==> src/rtl/hab_pkg.sv <==
package hab_pkg;

  typedef enum logic [1:0] {
    SP_CM   = 2'd0,
    SP_DM   = 2'd1,
    SP_REG  = 2'd2,
    SP_NONE = 2'd3
  } space_e;

  typedef enum logic [1:0] {
    DS_IDLE = 2'd0,
    DS_REQ  = 2'd1,
    DS_WAIT = 2'd2,
    DS_ACK  = 2'd3
  } dir_state_e;

  localparam int unsigned RIDX_W      = 3;
  localparam logic [2:0]  RI_ADDR     = 3'd0;
  localparam logic [2:0]  RI_WDATA    = 3'd1;
  localparam logic [2:0]  RI_CMD      = 3'd2;
  localparam logic [2:0]  RI_STATUS   = 3'd3;
  localparam logic [2:0]  RI_RESULT   = 3'd4;

  localparam int unsigned ST_DONE     = 0;
  localparam int unsigned ST_BUSY     = 1;
  localparam int unsigned ST_PENDING  = 2;
  localparam int unsigned ST_REFUSED  = 3;

  localparam int unsigned CMD_WRITE   = 0;
  localparam int unsigned CMD_DM      = 1;

endpackage

==> src/rtl/hab_sync.sv <==
module hab_sync #(
  parameter int unsigned STAGES = 2
) (
  input  logic clk,
  input  logic rst_n,
  input  logic async_in,
  output logic sync_out
);
  logic [STAGES-1:0] chain;

  generate
    if (STAGES == 1) begin : g_one
      always_ff @(posedge clk or negedge rst_n) begin
        if (!rst_n) chain <= '0;
        else        chain <= async_in;
      end
    end else begin : g_many
      always_ff @(posedge clk or negedge rst_n) begin
        if (!rst_n) chain <= '0;
        else        chain <= {chain[STAGES-2:0], async_in};
      end
    end
  endgenerate

  assign sync_out = chain[STAGES-1];
endmodule

==> src/rtl/hab_slot_arb.sv <==
module hab_slot_arb #(
  parameter int unsigned AW = 12,
  parameter int unsigned DW = 16
) (
  input  logic          clk,
  input  logic          rst_n,
  input  logic          slot_tick,
  input  logic          dp_busy,
  input  logic          dir_valid,
  input  logic          dir_we,
  input  logic          dir_sel,
  input  logic [AW-1:0] dir_addr,
  input  logic [DW-1:0] dir_wdata,
  input  logic          ind_valid,
  input  logic          ind_we,
  input  logic          ind_sel,
  input  logic [AW-1:0] ind_addr,
  input  logic [DW-1:0] ind_wdata,
  output logic          dir_gnt,
  output logic          ind_gnt,
  output logic          dir_rret,
  output logic          ind_rret,
  output logic          mem_en,
  output logic          mem_we,
  output logic          mem_sel,
  output logic [AW-1:0] mem_addr,
  output logic [DW-1:0] mem_wdata
);
  logic slot_free;

  assign slot_free = slot_tick & ~dp_busy;
  assign dir_gnt   = slot_free & dir_valid;
  assign ind_gnt   = slot_free & ind_valid & ~dir_valid;

  always_comb begin
    if (dir_valid) begin
      mem_we    = dir_we;
      mem_sel   = dir_sel;
      mem_addr  = dir_addr;
      mem_wdata = dir_wdata;
    end else begin
      mem_we    = ind_we;
      mem_sel   = ind_sel;
      mem_addr  = ind_addr;
      mem_wdata = ind_wdata;
    end
  end

  assign mem_en = dir_gnt | ind_gnt;

  always_ff @(posedge clk or negedge rst_n) begin
    if (!rst_n) begin
      dir_rret <= 1'b0;
      ind_rret <= 1'b0;
    end else begin
      dir_rret <= dir_gnt & ~dir_we;
      ind_rret <= ind_gnt & ~ind_we;
    end
  end

  a_r6_slot_only: assert property (@(posedge clk) disable iff (!rst_n)
    mem_en |-> (slot_tick && !dp_busy));
  a_r5_no_dm_write: assert property (@(posedge clk) disable iff (!rst_n)
    (mem_en && mem_sel) |-> !mem_we);
  a_r7_direct_first: assert property (@(posedge clk) disable iff (!rst_n)
    (dir_valid && ind_valid && mem_en) |-> (dir_gnt && !ind_gnt));
endmodule

==> src/rtl/hab_direct.sv <==
module hab_direct
  import hab_pkg::*;
#(
  parameter int unsigned AW  = 12,
  parameter int unsigned DW  = 16,
  parameter int unsigned HAW = AW + 2
) (
  input  logic              clk,
  input  logic              rst_n,
  input  logic              cs_act,
  input  logic              host_rw,
  input  logic [HAW-1:0]    host_addr,
  input  logic [DW-1:0]     host_wdata,
  output logic [DW-1:0]     host_rdata,
  output logic              host_dta_n,
  output logic              dir_valid,
  output logic              dir_we,
  output logic              dir_sel,
  output logic [AW-1:0]     dir_addr,
  output logic [DW-1:0]     dir_wdata,
  input  logic              dir_gnt,
  input  logic              dir_rret,
  input  logic [DW-1:0]     mem_rdata,
  output logic              reg_wr,
  output logic [RIDX_W-1:0] reg_idx,
  output logic [DW-1:0]     reg_wdata,
  input  logic [DW-1:0]     reg_rdata
);
  dir_state_e    st;
  space_e        space;
  logic          cap_rw;
  logic          cap_sel;
  logic [AW-1:0] cap_addr;
  logic [DW-1:0] cap_wdata;

  assign space     = space_e'(host_addr[HAW-1 -: 2]);
  assign reg_idx   = host_addr[RIDX_W-1:0];
  assign reg_wdata = host_wdata;
  assign reg_wr    = (st == DS_IDLE) && cs_act && (space == SP_REG) && !host_rw;

  assign dir_valid  = (st == DS_REQ);
  assign dir_we     = ~cap_rw;
  assign dir_sel    = cap_sel;
  assign dir_addr   = cap_addr;
  assign dir_wdata  = cap_wdata;
  assign host_dta_n = (st != DS_ACK);

  always_ff @(posedge clk or negedge rst_n) begin
    if (!rst_n) begin
      st         <= DS_IDLE;
      cap_rw     <= 1'b1;
      cap_sel    <= 1'b0;
      cap_addr   <= '0;
      cap_wdata  <= '0;
      host_rdata <= '0;
    end else begin
      case (st)
        DS_IDLE: if (cs_act) begin
          cap_rw    <= host_rw;
          cap_sel   <= (space == SP_DM);
          cap_addr  <= host_addr[AW-1:0];
          cap_wdata <= host_wdata;
          case (space)
            SP_REG: begin
              if (host_rw) host_rdata <= reg_rdata;
              st <= DS_ACK;
            end
            SP_NONE: begin
              host_rdata <= '0;
              st <= DS_ACK;
            end
            SP_DM: st <= host_rw ? DS_REQ : DS_ACK;
            default: st <= DS_REQ;
          endcase
        end
        DS_REQ:  if (dir_gnt) st <= cap_rw ? DS_WAIT : DS_ACK;
        DS_WAIT: if (dir_rret) begin
          host_rdata <= mem_rdata;
          st <= DS_ACK;
        end
        default: if (!cs_act) st <= DS_IDLE;
      endcase
    end
  end

  a_r2_ack_needs_cs: assert property (@(posedge clk) disable iff (!rst_n)
    $fell(host_dta_n) |-> cs_act);
  a_r2_ack_release: assert property (@(posedge clk) disable iff (!rst_n)
    (!host_dta_n && !cs_act) |=> host_dta_n);
  a_r6_hold_request: assert property (@(posedge clk) disable iff (!rst_n)
    (dir_valid && !dir_gnt) |=> (dir_valid && $stable(dir_addr) && $stable(dir_wdata)));
endmodule

==> src/rtl/hab_indirect.sv <==
module hab_indirect
  import hab_pkg::*;
#(
  parameter int unsigned AW = 12,
  parameter int unsigned DW = 16
) (
  input  logic              clk,
  input  logic              rst_n,
  input  logic              reg_wr,
  input  logic [RIDX_W-1:0] reg_idx,
  input  logic [DW-1:0]     reg_wdata,
  output logic [DW-1:0]     reg_rdata,
  output logic              ind_valid,
  output logic              ind_we,
  output logic              ind_sel,
  output logic [AW-1:0]     ind_addr,
  output logic [DW-1:0]     ind_wdata,
  input  logic              ind_gnt,
  input  logic              ind_rret,
  input  logic [DW-1:0]     mem_rdata
);
  logic [AW-1:0] stg_addr;
  logic [DW-1:0] stg_wdata;
  logic [1:0]    cmd_q;
  logic          pending, inflight, done, busy, refused;
  logic [DW-1:0] result;
  logic          cmd_wr, cmd_refuse, cmd_accept;
  logic [3:0]    status;

  assign cmd_wr     = reg_wr && (reg_idx == RI_CMD);
  assign cmd_refuse = cmd_wr && !pending && reg_wdata[CMD_WRITE] && reg_wdata[CMD_DM];
  assign cmd_accept = cmd_wr && !pending && !cmd_refuse;
  assign ind_valid  = pending && !inflight;

  assign status[ST_DONE]    = done;
  assign status[ST_BUSY]    = busy;
  assign status[ST_PENDING] = pending;
  assign status[ST_REFUSED] = refused;

  always_comb begin
    case (reg_idx)
      RI_ADDR:   reg_rdata = DW'(stg_addr);
      RI_WDATA:  reg_rdata = stg_wdata;
      RI_CMD:    reg_rdata = DW'(cmd_q);
      RI_STATUS: reg_rdata = DW'(status);
      RI_RESULT: reg_rdata = result;
      default:   reg_rdata = '0;
    endcase
  end

  always_ff @(posedge clk or negedge rst_n) begin
    if (!rst_n) begin
      stg_addr  <= '0;
      stg_wdata <= '0;
      cmd_q     <= '0;
      ind_we    <= 1'b0;
      ind_sel   <= 1'b0;
      ind_addr  <= '0;
      ind_wdata <= '0;
      pending   <= 1'b0;
      inflight  <= 1'b0;
      done      <= 1'b0;
      busy      <= 1'b0;
      refused   <= 1'b0;
      result    <= '0;
    end else begin
      if (reg_wr && reg_idx == RI_ADDR)  stg_addr  <= reg_wdata[AW-1:0];
      if (reg_wr && reg_idx == RI_WDATA) stg_wdata <= reg_wdata;
      if (cmd_wr && pending) busy <= 1'b1;
      if (cmd_refuse) begin
        cmd_q   <= reg_wdata[1:0];
        refused <= 1'b1;
        done    <= 1'b0;
        busy    <= 1'b0;
      end
      if (cmd_accept) begin
        cmd_q     <= reg_wdata[1:0];
        ind_we    <= reg_wdata[CMD_WRITE];
        ind_sel   <= reg_wdata[CMD_DM];
        ind_addr  <= stg_addr;
        ind_wdata <= stg_wdata;
        pending   <= 1'b1;
        done      <= 1'b0;
        busy      <= 1'b0;
        refused   <= 1'b0;
      end
      if (ind_gnt) begin
        if (ind_we) begin
          pending <= 1'b0;
          done    <= 1'b1;
        end else begin
          inflight <= 1'b1;
        end
      end
      if (ind_rret) begin
        result   <= mem_rdata;
        done     <= 1'b1;
        pending  <= 1'b0;
        inflight <= 1'b0;
      end
    end
  end

  a_r10_busy_keeps_request: assert property (@(posedge clk) disable iff (!rst_n)
    (cmd_wr && pending) |=> (busy && pending && $stable(ind_addr)));
  a_r9_accept_clears_done: assert property (@(posedge clk) disable iff (!rst_n)
    cmd_accept |=> (!done && !busy && pending));
  a_r11_result_with_done: assert property (@(posedge clk) disable iff (!rst_n)
    ind_rret |=> (done && result == $past(mem_rdata)));
  a_r5_refuse_no_launch: assert property (@(posedge clk) disable iff (!rst_n)
    cmd_refuse |=> (refused && !pending));
endmodule

==> src/rtl/hab_host_bridge.sv <==
module hab_host_bridge #(
  parameter int unsigned AW          = 12,
  parameter int unsigned DW          = 16,
  parameter int unsigned SYNC_STAGES = 2,
  localparam int unsigned HAW        = AW + 2
) (
  input  logic           clk,
  input  logic           rst_n,
  input  logic           host_cs_n,
  input  logic           host_rw,
  input  logic [HAW-1:0] host_addr,
  input  logic [DW-1:0]  host_wdata,
  output logic [DW-1:0]  host_rdata,
  output logic           host_dta_n,
  input  logic           slot_tick,
  input  logic           dp_busy,
  output logic           mem_en,
  output logic           mem_we,
  output logic           mem_sel,
  output logic [AW-1:0]  mem_addr,
  output logic [DW-1:0]  mem_wdata,
  input  logic [DW-1:0]  mem_rdata
);
  import hab_pkg::*;

  logic              cs_act;
  logic              dir_valid, dir_we, dir_sel, dir_gnt, dir_rret;
  logic [AW-1:0]     dir_addr;
  logic [DW-1:0]     dir_wdata;
  logic              ind_valid, ind_we, ind_sel, ind_gnt, ind_rret;
  logic [AW-1:0]     ind_addr;
  logic [DW-1:0]     ind_wdata;
  logic              reg_wr;
  logic [RIDX_W-1:0] reg_idx;
  logic [DW-1:0]     reg_wdata, reg_rdata;

  hab_sync #(.STAGES(SYNC_STAGES)) u_sync (
    .clk(clk), .rst_n(rst_n), .async_in(~host_cs_n), .sync_out(cs_act)
  );

  hab_direct #(.AW(AW), .DW(DW), .HAW(HAW)) u_direct (
    .clk(clk), .rst_n(rst_n), .cs_act(cs_act),
    .host_rw(host_rw), .host_addr(host_addr), .host_wdata(host_wdata),
    .host_rdata(host_rdata), .host_dta_n(host_dta_n),
    .dir_valid(dir_valid), .dir_we(dir_we), .dir_sel(dir_sel),
    .dir_addr(dir_addr), .dir_wdata(dir_wdata),
    .dir_gnt(dir_gnt), .dir_rret(dir_rret), .mem_rdata(mem_rdata),
    .reg_wr(reg_wr), .reg_idx(reg_idx), .reg_wdata(reg_wdata), .reg_rdata(reg_rdata)
  );

  hab_indirect #(.AW(AW), .DW(DW)) u_indirect (
    .clk(clk), .rst_n(rst_n),
    .reg_wr(reg_wr), .reg_idx(reg_idx), .reg_wdata(reg_wdata), .reg_rdata(reg_rdata),
    .ind_valid(ind_valid), .ind_we(ind_we), .ind_sel(ind_sel),
    .ind_addr(ind_addr), .ind_wdata(ind_wdata),
    .ind_gnt(ind_gnt), .ind_rret(ind_rret), .mem_rdata(mem_rdata)
  );

  hab_slot_arb #(.AW(AW), .DW(DW)) u_arb (
    .clk(clk), .rst_n(rst_n), .slot_tick(slot_tick), .dp_busy(dp_busy),
    .dir_valid(dir_valid), .dir_we(dir_we), .dir_sel(dir_sel),
    .dir_addr(dir_addr), .dir_wdata(dir_wdata),
    .ind_valid(ind_valid), .ind_we(ind_we), .ind_sel(ind_sel),
    .ind_addr(ind_addr), .ind_wdata(ind_wdata),
    .dir_gnt(dir_gnt), .ind_gnt(ind_gnt), .dir_rret(dir_rret), .ind_rret(ind_rret),
    .mem_en(mem_en), .mem_we(mem_we), .mem_sel(mem_sel),
    .mem_addr(mem_addr), .mem_wdata(mem_wdata)
  );

  a_r1_quiet_after_reset: assert property (@(posedge clk) disable iff (!rst_n)
    (!cs_act && host_dta_n) |=> host_dta_n);
endmodule

==> config.mk <==
export PLATFORM = sky130hd
export DESIGN_NAME = hab_host_bridge
export DESIGN_NICKNAME = d
export VERILOG_FILES = /design/src/rtl/hab_pkg.sv /design/src/rtl/hab_sync.sv /design/src/rtl/hab_slot_arb.sv /design/src/rtl/hab_direct.sv /design/src/rtl/hab_indirect.sv /design/src/rtl/hab_host_bridge.sv
export SDC_FILE = /design/constraint.sdc
export NUM_CORES = 1
export LEC_CHECK = 0
export ABC_CLOCK_PERIOD_IN_PS = 3100
export BUFFER_PORTS_ARGS = -buffer_cell sky130_fd_sc_hd__buf_2
export CORE_MARGIN = 2
export CORE_UTILIZATION = 40
export CTS_CLUSTER_SIZE = 40
export DETAILED_ROUTE_END_ITERATION = 7
export PLACE_DENSITY = 0.57
export SLEW_MARGIN = 20
export SYNTH_ARGS = -nofsm -noshare
export SYNTH_HDL_FRONTEND = slang
export SYNTH_HIERARCHICAL = 1
export SYNTH_SLANG_ARGS = --single-unit
export TNS_END_PERCENT = 5
==> constraint.sdc <==
create_clock -name clk -period 3.1 [get_ports clk]
set_input_delay 0.155 -clock clk [delete_from_list [all_inputs] [get_ports clk]]
set_output_delay 0.155 -clock clk [all_outputs]
set_load 0.01 [all_outputs]
== Yosys cells after proc, flatten, opt, wreduce, memory -nomap -nowiden ==
Cells that the tools add are included.

* Output and inout port bits: 48
* Register bits: 133
* Word-level logic and storage cells: 115

* Bitwise gates (word level): 12
* Multiplexer cells: 37
* Reductions and logical operators: 27
* Eq/ne operators: 17

{| class="wikitable"
|+ Operators with widths
! kind !! number
|-
| $pmux W16 S5 || 1
|-
| $mux W16 || 4
|-
| $pmux W16 S2 || 2
|-
| $mux W1 || 20
|-
| $mux W2 || 7
|-
| $logic_and A1 B1 Y1 || 12
|-
| $mux W12 || 1
|-
| $and A1 B1 Y1 || 6
|-
| $eq A2 B2 Y1 const B || 3
|-
| $eq A3 B2 Y1 const B || 2
|-
| $ne A2 B2 Y1 const B || 3
|-
| $ne A3 B3 Y1 const B || 2
|-
| $pmux W2 S3 || 1
|-
| $reduce_bool A2 Y1 || 3
|-
| $not A1 Y1 || 5
|-
| $reduce_and A5 Y1 || 1
|-
| $eq A2 B1 Y1 const B || 2
|-
| $logic_not A1 Y1 || 4
|-
| $ne A2 B1 Y1 const B || 2
|-
| $ne A4 B1 Y1 const B || 1
|-
| $pmux W2 S2 || 1
|-
| $reduce_and A2 Y1 || 2
|-
| $reduce_and A4 Y1 || 1
|-
| $eq A3 B1 Y1 const B || 1
|-
| 6 further kinds || 6
|}

== Longest topological paths before layout ==
Gate-level depths: netlist of run 1.

* Word-level depth: 14
* Gate-level depth with buffers: 10

== By module ==
Netlist of run 1, hierarchy kept.

{| class="wikitable"
|+ By module, submodules not included
! module !! times used !! area an instance (µm²) !! cells an instance
|-
| hab_indirect || 1 || 3518.4 || 251
|-
| hab_direct || 1 || 2270.9 || 166
|-
| hab_slot_arb || 1 || 621.8 || 42
|-
| hab_sync || 1 || 50.0 || 2
|-
| hab_host_bridge || 1 || 3.8 || 1
|}

== Worst setup path after synthesis of run 1 ==
Ideal clock, no wire load.

* Path type: register to register
* From: reg u_direct.st[0]
* To: reg u_indirect.ind_addr[10]
* Library setup time: 0.125 ns
* Setup slack: 0.491 ns
* Stages on the path, launching flop included: 11
* Period minus slack after synthesis: 2.609 ns
* Arrival: 2.484 ns
* Path through: dfrtp_1 > inv_1 > ha_1 > nand2_1 > buf_1 > nor4b_1 > and4bb_1 > nand3_1 > buf_4 > buf_6 > mux2_4

* Longest elaborated chain between the ends: 10

{| class="wikitable"
|+ RTL lines
! item !! line !! source
|-
| start, declared || hab_direct.sv:29 || <nowiki>dir_state_e st;</nowiki>
|-
| start signal, assigned || hab_direct.sv:72 || <nowiki>SP_DM: st <= host_rw ? DS_REQ : DS_ACK;</nowiki>
|-
| start signal, assigned || hab_direct.sv:76 || <nowiki>DS_REQ: if (dir_gnt) st <= cap_rw ? DS_WAIT : DS_ACK;</nowiki>
|-
| $logic_not A2 Y1 * || hab_direct.sv:39 || <nowiki>assign reg_wr = (st == DS_IDLE) && cs_act && (space == SP_REG) && !host_rw;</nowiki>
|-
| $logic_and A1 B1 Y1 * (3 in series) || hab_direct.sv:39 ||
|-
| via reg_wr || hab_host_bridge.sv:33 || <nowiki>logic reg_wr;</nowiki>
|-
| $logic_and A1 B1 Y1 * || hab_indirect.sv:30 || <nowiki>assign cmd_wr = reg_wr && (reg_idx == RI_CMD);</nowiki>
|-
| $logic_and A1 B1 Y1 * || hab_indirect.sv:31, hab_indirect.sv:32 ||
|-
| $logic_and A1 B1 Y1 (2 in series) || hab_indirect.sv:31 || <nowiki>assign cmd_refuse = cmd_wr && !pending && reg_wdata[CMD_WRITE] && reg_wdata[CMD_DM];</nowiki>
|-
| $logic_not A1 Y1 || hab_indirect.sv:32 || <nowiki>assign cmd_accept = cmd_wr && !pending && !cmd_refuse;</nowiki>
|-
| $logic_and A1 B1 Y1 * || hab_indirect.sv:32 ||
|-
| end signal, assigned || hab_indirect.sv:80 || <nowiki>ind_addr <= stg_addr;</nowiki>
|-
| end, declared || hab_indirect.sv:16 || <nowiki>output logic [AW-1:0] ind_addr,</nowiki>
|}

The timed path passes the listed nets; every way through them passes the cells marked *.
A chain may end at the register's enable or synchronous reset.

== Worst setup path after layout of run 1 ==
* From: reg u_direct.st[1]
* To: reg u_indirect.ind_addr[6]

The elaborated chain is that of the path after synthesis.

==> results.py, run 1 <==
metrics = {
    "sta": {
        "fmax_mhz": 412.2,
        "timing.final.crit_share_pct": 78.27,
        "finalSetupViolations": 0,
        "worstMarginPinSlew_ps": 862.6,
        "rsz0062_at_grt": "false",
        "max_slew_margin_pct": 42.37,
        "maxSlewViolCount": 0,
        "hold_ws_ps": 19.26,
        "period_needed_ps": 2426,
        "fin_skew_ps": 6.529,
        "final.setup.tns_ps": 0,
        "hold_viol": 0,
    },
    "detailed_routing": {
        "viasPerCell": 5.040,
        "ant_nets": 0,
        "drc_errors": 0,
        "routed_wl_mm": 14.29,
        "drt-initial-drc-count": 213,
        "dr.pass1.iters": 4,
        "via_count": 4072,
        "drt-wirelength-per-cell_um": 17.68,
    },
    "power_and_ir_drop": {
        "p_per_area_nw_per_um2": 842.7,
        "p_leak_nw": 3.889,
        "ir_worst_vdd_mv": 0.4211,
    },
    "place": {
        "gp_congestion": 0.8057,
        "dp.cells": 741,
        "placed_cell_area_um2": 6995,
        "io_buffer_count": 99,
        "detailed_place_hpwl_mm": 9.714,
    },
    "setup_path": {
        "critPathMaxStageDelay_ps": 420,
        "cp_max_fo": 29,
        "reg2reg_to": "u_indirect/ind_addr[6]",
        "r2r_cells": 9,
        "critical_path_buf_inv_count": 3,
        "reg2reg_slack_ps": 670,
        "r2r_start": "u_direct/st[1]",
        "start_kind": "register",
        "slowest_stage": "dfrtp_1",
        "worstPathRequired_ps": 3400,
        "cp.arrival_ps": 2730,
        "critPathKind": "register to register",
        "critPathTopFamily": "simple AND/OR/NAND/NOR gates",
        "endpoint_kind": "register",
        "crit_top_cell": "buf_4",
        "crit_chain": "inv_1 > ha_1 > nand2_1 > nor4b_1 > buf_4 > and4bb_1 > nand3_2 > buf_4 > mux2_4",
    },
    "clocking": {
        "htreeDepth": 4,
        "cts.sinks": 133,
        "cts_made_buffers": 17,
        "clk_latency_ps": 420,
        "cts.root.buffer_cell": "clkbuf_16",
        "cts.clk_slew.worst_paths_ps": 60,
        "post_cts_resized": 0,
        "postCtsSetupRepairBufs": 0,
        "tritoncts": "done",
        "clockBufferDepth": 2,
    },
    "grt": {
        "grt_pass1_wl_mm": 23.12,
        "grt_max_degree": 53,
        "grt_pass1_vias": 4437,
        "track_usage_pct": 17.20,
        "grt_overflow": 0,
        "antenna_found_initial": 0,
    },
    "floorplanning": {
        "rows": 46,
        "initial_utilization_pct": 40.85,
        "dieWidth_um": 131.1,
        "coreArea_um2": 15830,
        "io_pins": 100,
        "dieArea_um2": 17200,
        "fp.dieH_um": 131.1,
    },
    "finish": {
        "multi_input_area_um2": 2795,
        "drive_above_1_share_pct": 52.53,
        "diodes": 0,
        "stdcell_count": 808,
        "syn2layout_area_growth_pct": 23.63,
        "stdcell_area_um2": 7993,
        "fill_cells": 1402,
        "nNetsFinal": 637,
        "regArea_um2": 3329,
    },
    "logic_synthesis": {
        "synthCells": 462,
        "ys_types": 44,
        "synth-seq-cells": 133,
        "syn_nets": 519,
        "synth-seq-area-share_pct": 51.50,
        "avgSynthCellArea_um2": 13.99,
        "synth-edff-count": 0,
        "synth_flop_cell": "dfrtp_1",
        "synth_warnings": 6,
        "synth_area_um2": 6465,
        "postSynth.asyncResetShare_pct": 100.0,
    },
    "worst_hold_path": {
        "hp-start": "host_wdata[7]",
        "holdPathStages": 2,
        "whs_endpoint": "u_direct/dir_wdata[7]",
        "hp-class": "input pin to register",
    },
    "flow_run": {
        "maxCapViolCount": 0,
    },
    "outcome": {
        "status": "finished, final reports clean",
    },
}
[logic make-up after synthesis]
family / synth area share, %
simple gates: 5.477
flops: 51.50
buf+inv: 5.574
mux: 30.71
fa+ha+maj: 0.9677
compound gates: 5.767
[worst max-delay path by stage]
stage	start	to	slack [ps]	cells after the start
floorplan	u_direct/st[0]	u_indirect/ind_addr[10]	490	10
global placement	u_direct/st[0]	u_indirect/ind_addr[9]	740	9
detailed placement	u_direct/st[0]	u_direct/host_rdata[8]	630	5
CTS	u_direct/st[0]	u_direct/host_rdata[8]	610	5
global route	u_direct/st[1]	u_indirect/ind_addr[8]	430	9
finish	u_direct/st[1]	u_indirect/ind_addr[6]	670	9
[report_power, final]
part / switching (W) / leakage [nW] / internal, W
Clock: 0.000722 / 0.316 / 0.00142
Combinational: 0.000919 / 1.85 / 0.00116
Sequential: 0.000282 / 1.73 / 0.00223
Total: 0.00192 / 3.89 / 0.00481
[metrics by stage]
stage / total power [W] / util [%] / worst slack (ps)
6_report: 0.006735 / 50.50 / 673.7
3_3_place_gp: 0.004505 / 44.20 / 741.6
5_1_grt: 0.007098 / 50.50 / 429.4
4_1_cts: 0.006805 / 50.47 / 612.1
2_1_floorplan: 0.004091 / - / 491.0
3_5_place_dp: 0.004594 / 44.20 / 625.3
[placed cells by master, fill, tap and decap left out, types with 2 or more instances in the layout]
cell type,n
dfrtp_1,132
mux2_2,115
buf_2,98
mux2_4,38
dlygate4sd3_1,36
clkbuf_16,17
a22o_1,16
nand2_1,13
a21oi_1,13
mux2i_1,12
nor2_1,10
buf_4,9
or2_2,8
inv_1,7
nor2b_1,5
clkinv_2,4
clkbuf_8,4
bufinv_16,4
o21ai_0,4
ha_1,4
a22oi_1,4
nand2b_1,3
nor3_1,3
a221o_1,3
nor3b_1,2
nor4b_1,2
a32oi_1,2
o31ai_1,2
[sequential cells by signal, summed over array words and instances, names as in the netlist, 2 cells and up]
register	cells
u_direct/dir_wdata	16
u_direct/host_rdata	16
u_indirect/ind_wdata	16
u_indirect/result	16
u_indirect/stg_wdata	16
u_direct/dir_addr	12
u_indirect/ind_addr	12
u_indirect/stg_addr	12
u_direct/st	2
u_indirect/cmd_q	2
u_sync/chain	2
[Yosys cell counts (all sizes together), types with 4 or more instances]
library cell  count  share of area (%)
clkbuf            6               0.35
a22o             16                2.2
o21ai             4               0.31
a22oi             4               0.46
nor2             10               0.58
mux2            153                 29
nor2b             7               0.83
a21oi            14                1.1
or2               8               0.77
buf              39                4.8
inv               7               0.41
mux2i            12                1.9
ha                5               0.97
nand2            13               0.75
dfrtp           132                 51
[final cells by class]
class	count	area share [%]
Clock buffer	22	6.058
Clock inverter	9	1.863
Inverter	7	0.3287
Multi-Input combinational cell	277	34.97
Sequential cell	133	41.66
Tap cell	216	3.381
Timing Repair Buffer	144	11.74
[layer usage]
| layer | routed length [um] | global-route usage, % |
|---|---|---|
| met4 | 274 | 7.367 |
| met5 | 0 | 0 |
| met3 | 581 | 4.552 |
| met2 | 7167 | 28.42 |
| met1 | 6262 | 21.37 |
[what timing repair did]
| item | CTS | global route |
|---|---|---|
| endpoints found under the hold margin | 98 | 0 |
| hold buffers | 36 | 0 |
| setup endpoints to repair | 0 | 0 |
[worst reg2reg max path, cell delays in order, from the launching register on]
cell      delay (ps)
dfrtp_1          420
inv_1            110
ha_1             290
nand2_1          100
nor4b_1          250
buf_4            170
and4bb_1         240
nand3_2           90
buf_4            270
mux2_4           380
Power figures use the tool's default switching activity.
==> run 2: changes to the inputs <==
--- a/config.mk
+++ b/config.mk
@@ -5,13 +5,13 @@
 export SDC_FILE = /design/constraint.sdc
 export NUM_CORES = 1
 export LEC_CHECK = 0
-export ABC_CLOCK_PERIOD_IN_PS = 3100
+export ABC_CLOCK_PERIOD_IN_PS = 2200
 export BUFFER_PORTS_ARGS = -buffer_cell sky130_fd_sc_hd__buf_2
 export CORE_MARGIN = 2
 export CORE_UTILIZATION = 40
 export CTS_CLUSTER_SIZE = 40
 export DETAILED_ROUTE_END_ITERATION = 7
-export PLACE_DENSITY = 0.57
+export PLACE_DENSITY = 0.59
 export SLEW_MARGIN = 20
 export SYNTH_ARGS = -nofsm -noshare
 export SYNTH_HDL_FRONTEND = slang
==> constraint.sdc (replaced) <==
create_clock -name clk -period 2.2 [get_ports clk]
set_input_delay 0.11 -clock clk [delete_from_list [all_inputs] [get_ports clk]]
set_output_delay 0.11 -clock clk [all_outputs]
set_load 0.01 [all_outputs]
==> run 2 against run 1 <==
Via count rose by 2.0%; global-route usage rose by 0.96 points; clock power rose by 27%; sequential power rose by 41%; final area rose by 1.7%; non-clock buffer count rose by 16; highest routed layer unchanged; register-to-register slack got worse by 520 ps; first-iteration DRC count fell by 34%.
==> results.py, run 2 (synthesized netlist as in run 1, its figures left out) <==
metrics = {
    "outcome": {
        "status": "finished, final reports clean",
    },
    "finish": {
        "multi_input_area_um2": 2813,
        "fill_cells": 1395,
        "fin_util_pct": 51.34,
        "diodes": 0,
        "syn2layout_area_growth_pct": 25.68,
        "nNetsFinal": 653,
        "stdcell_count": 825,
        "layout_commonest_cell": "dfrtp_1",
        "regArea_um2": 3329,
        "final_cell_mix": "dfrtp_1, mux2_2, buf_2",
        "drive_above_1_share_pct": 52.87,
    },
    "sta": {
        "timing.final.crit_share_pct": 95.03,
        "fmax_mhz": 478.3,
        "hold_ws_ps": 21.27,
        "finalSetupViolations": 0,
        "fin_skew_ps": 7.113,
        "worstMarginPinSlew_ps": 864.6,
        "max_slew_margin_pct": 42.36,
        "rsz0062_at_grt": "false",
        "final.setup.tns_ps": 0,
        "period_needed_ps": 2091,
        "maxSlewViolCount": 0,
        "hold_viol": 0,
    },
    "setup_path": {
        "cp_max_fo": 12,
        "cp.arrival_ps": 1980,
        "endpoint_kind": "output pin",
        "worstPathRequired_ps": 2090,
        "critPathKind": "register to output pin",
        "start_kind": "register",
    },
    "place": {
        "detailed_place_hpwl_mm": 10.23,
        "io_buffer_count": 99,
        "dp.cells": 752,
        "gp_congestion": 0.8154,
    },
    "clocking": {
        "clockBufferDepth": 2,
        "postCtsSetupRepairBufs": 0,
        "tritoncts": "done",
        "cts.root.buffer_cell": "clkbuf_16",
        "cts.sinks": 133,
        "clk_latency_ps": 420,
        "htreeDepth": 4,
        "cts_made_buffers": 17,
        "cts.clk_slew.worst_paths_ps": 50,
    },
    "power_and_ir_drop": {
        "p_per_area_nw_per_um2": 1158,
        "ir_worst_vdd_mv": 0.5919,
        "p_leak_nw": 3.947,
    },
    "grt": {
        "grt_pass1_wl_mm": 24.33,
        "antenna_found_initial": 0,
        "track_usage_pct": 18.16,
        "grt_max_degree": 56,
        "grt_overflow": 0,
        "grt_pass1_vias": 4526,
    },
    "floorplanning": {
        "io_pins": 100,
        "fp.dieH_um": 131.1,
        "rows": 46,
        "initial_utilization_pct": 40.85,
        "dieWidth_um": 131.1,
        "coreArea_um2": 15830,
        "dieArea_um2": 17200,
    },
    "detailed_routing": {
        "dr.pass1.iters": 4,
        "routed_wl_mm": 14.84,
        "viasPerCell": 5.035,
        "drc_errors": 0,
        "drt-initial-drc-count": 141,
        "via_count": 4154,
        "ant_nets": 0,
        "drt-wirelength-per-cell_um": 17.99,
    },
    "flow_run": {
        "maxCapViolCount": 0,
    },
    "worst_hold_path": {
        "hp-class": "input pin to register",
    },
}
[run 2: changes by cell type in the layout (fill, tap and decap cells not counted), sizes merged]
cell	delta
dlygate4sd3	+5
clkbuf	+7
clkinv	-3
bufinv	-3
buf	+11
[run 2: layer usage]
| metal | up-vias | global-route usage, % | wire length (um) |
|---|---|---|---|
| li1 | 1912 | - | - |
| met1 | 2113 | 23.59 | 6804 |
| met2 | 98 | 28.68 | 7027 |
| met3 | 31 | 4.784 | 629 |
| met4 | 0 | 8.031 | 380 |
| met5 | - | 0 | 0 |
[run 2: path summary, 6_finish.rpt]
path,startpoint,slack [ps],depth (start not counted),end
min,host_wdata[1],20,2,u_indirect/stg_addr[1]
max reg2reg,u_direct/st[1],150,8,u_indirect/ind_addr[9]
min in group asynchronous,rst_n,210,2,u_direct/dir_addr[6]
min reg2reg,u_sync/chain[0],350,0,u_sync/chain[1]
max,u_direct/st[0],110,5,mem_addr[9]
max in group asynchronous,rst_n,1320,3,u_direct/cap_rw
[run 2: power by group]
group / leakage (nW) / internal, W / switching [W]
clock network: 0.282 / 0.00173 / 0.000980
registers: 1.73 / 0.00315 / 0.000394
logic: 1.94 / 0.00175 / 0.00140
total: 3.95 / 0.00663 / 0.00278
[run 2: layout make-up]
cell class | instances | share of cell area (%)
inverter | 7 | 0.3234
clock buffer | 29 | 6.529
multi-input combinational | 277 | 34.62
timing repair buffer | 160 | 13.74
sequential | 133 | 40.98
tap | 216 | 3.326
clock inverter | 3 | 0.4928
[run 2: worst max-delay path, stage by stage, from the launching register on]
cell	delay, ps
dfrtp_1	350
buf_4	140
ha_2	260
buf_4	300
mux2_2	370
buf_2	140
[run 2: timing repair]
action	CTS	global route
setup endpoints to repair	0	19
resized for setup	0	1
hold buffers	41	0
hold endpoints to repair	115	0
[run 2: stage by stage]
| stage | setup slack, ps | area [um^2] | power, W |
|---|---|---|---|
| after floorplan | 0.5482 | 6502 | 0.005810 |
| after global placement | 205.1 | 7141 | 0.006579 |
| after detailed placement | 145.9 | 7141 | 0.006703 |
| after CTS | 12.03 | 8122 | 0.009503 |
| after global routing | 7.212 | 8125 | 0.009928 |
| final | 109.3 | 8125 | 0.009406 |
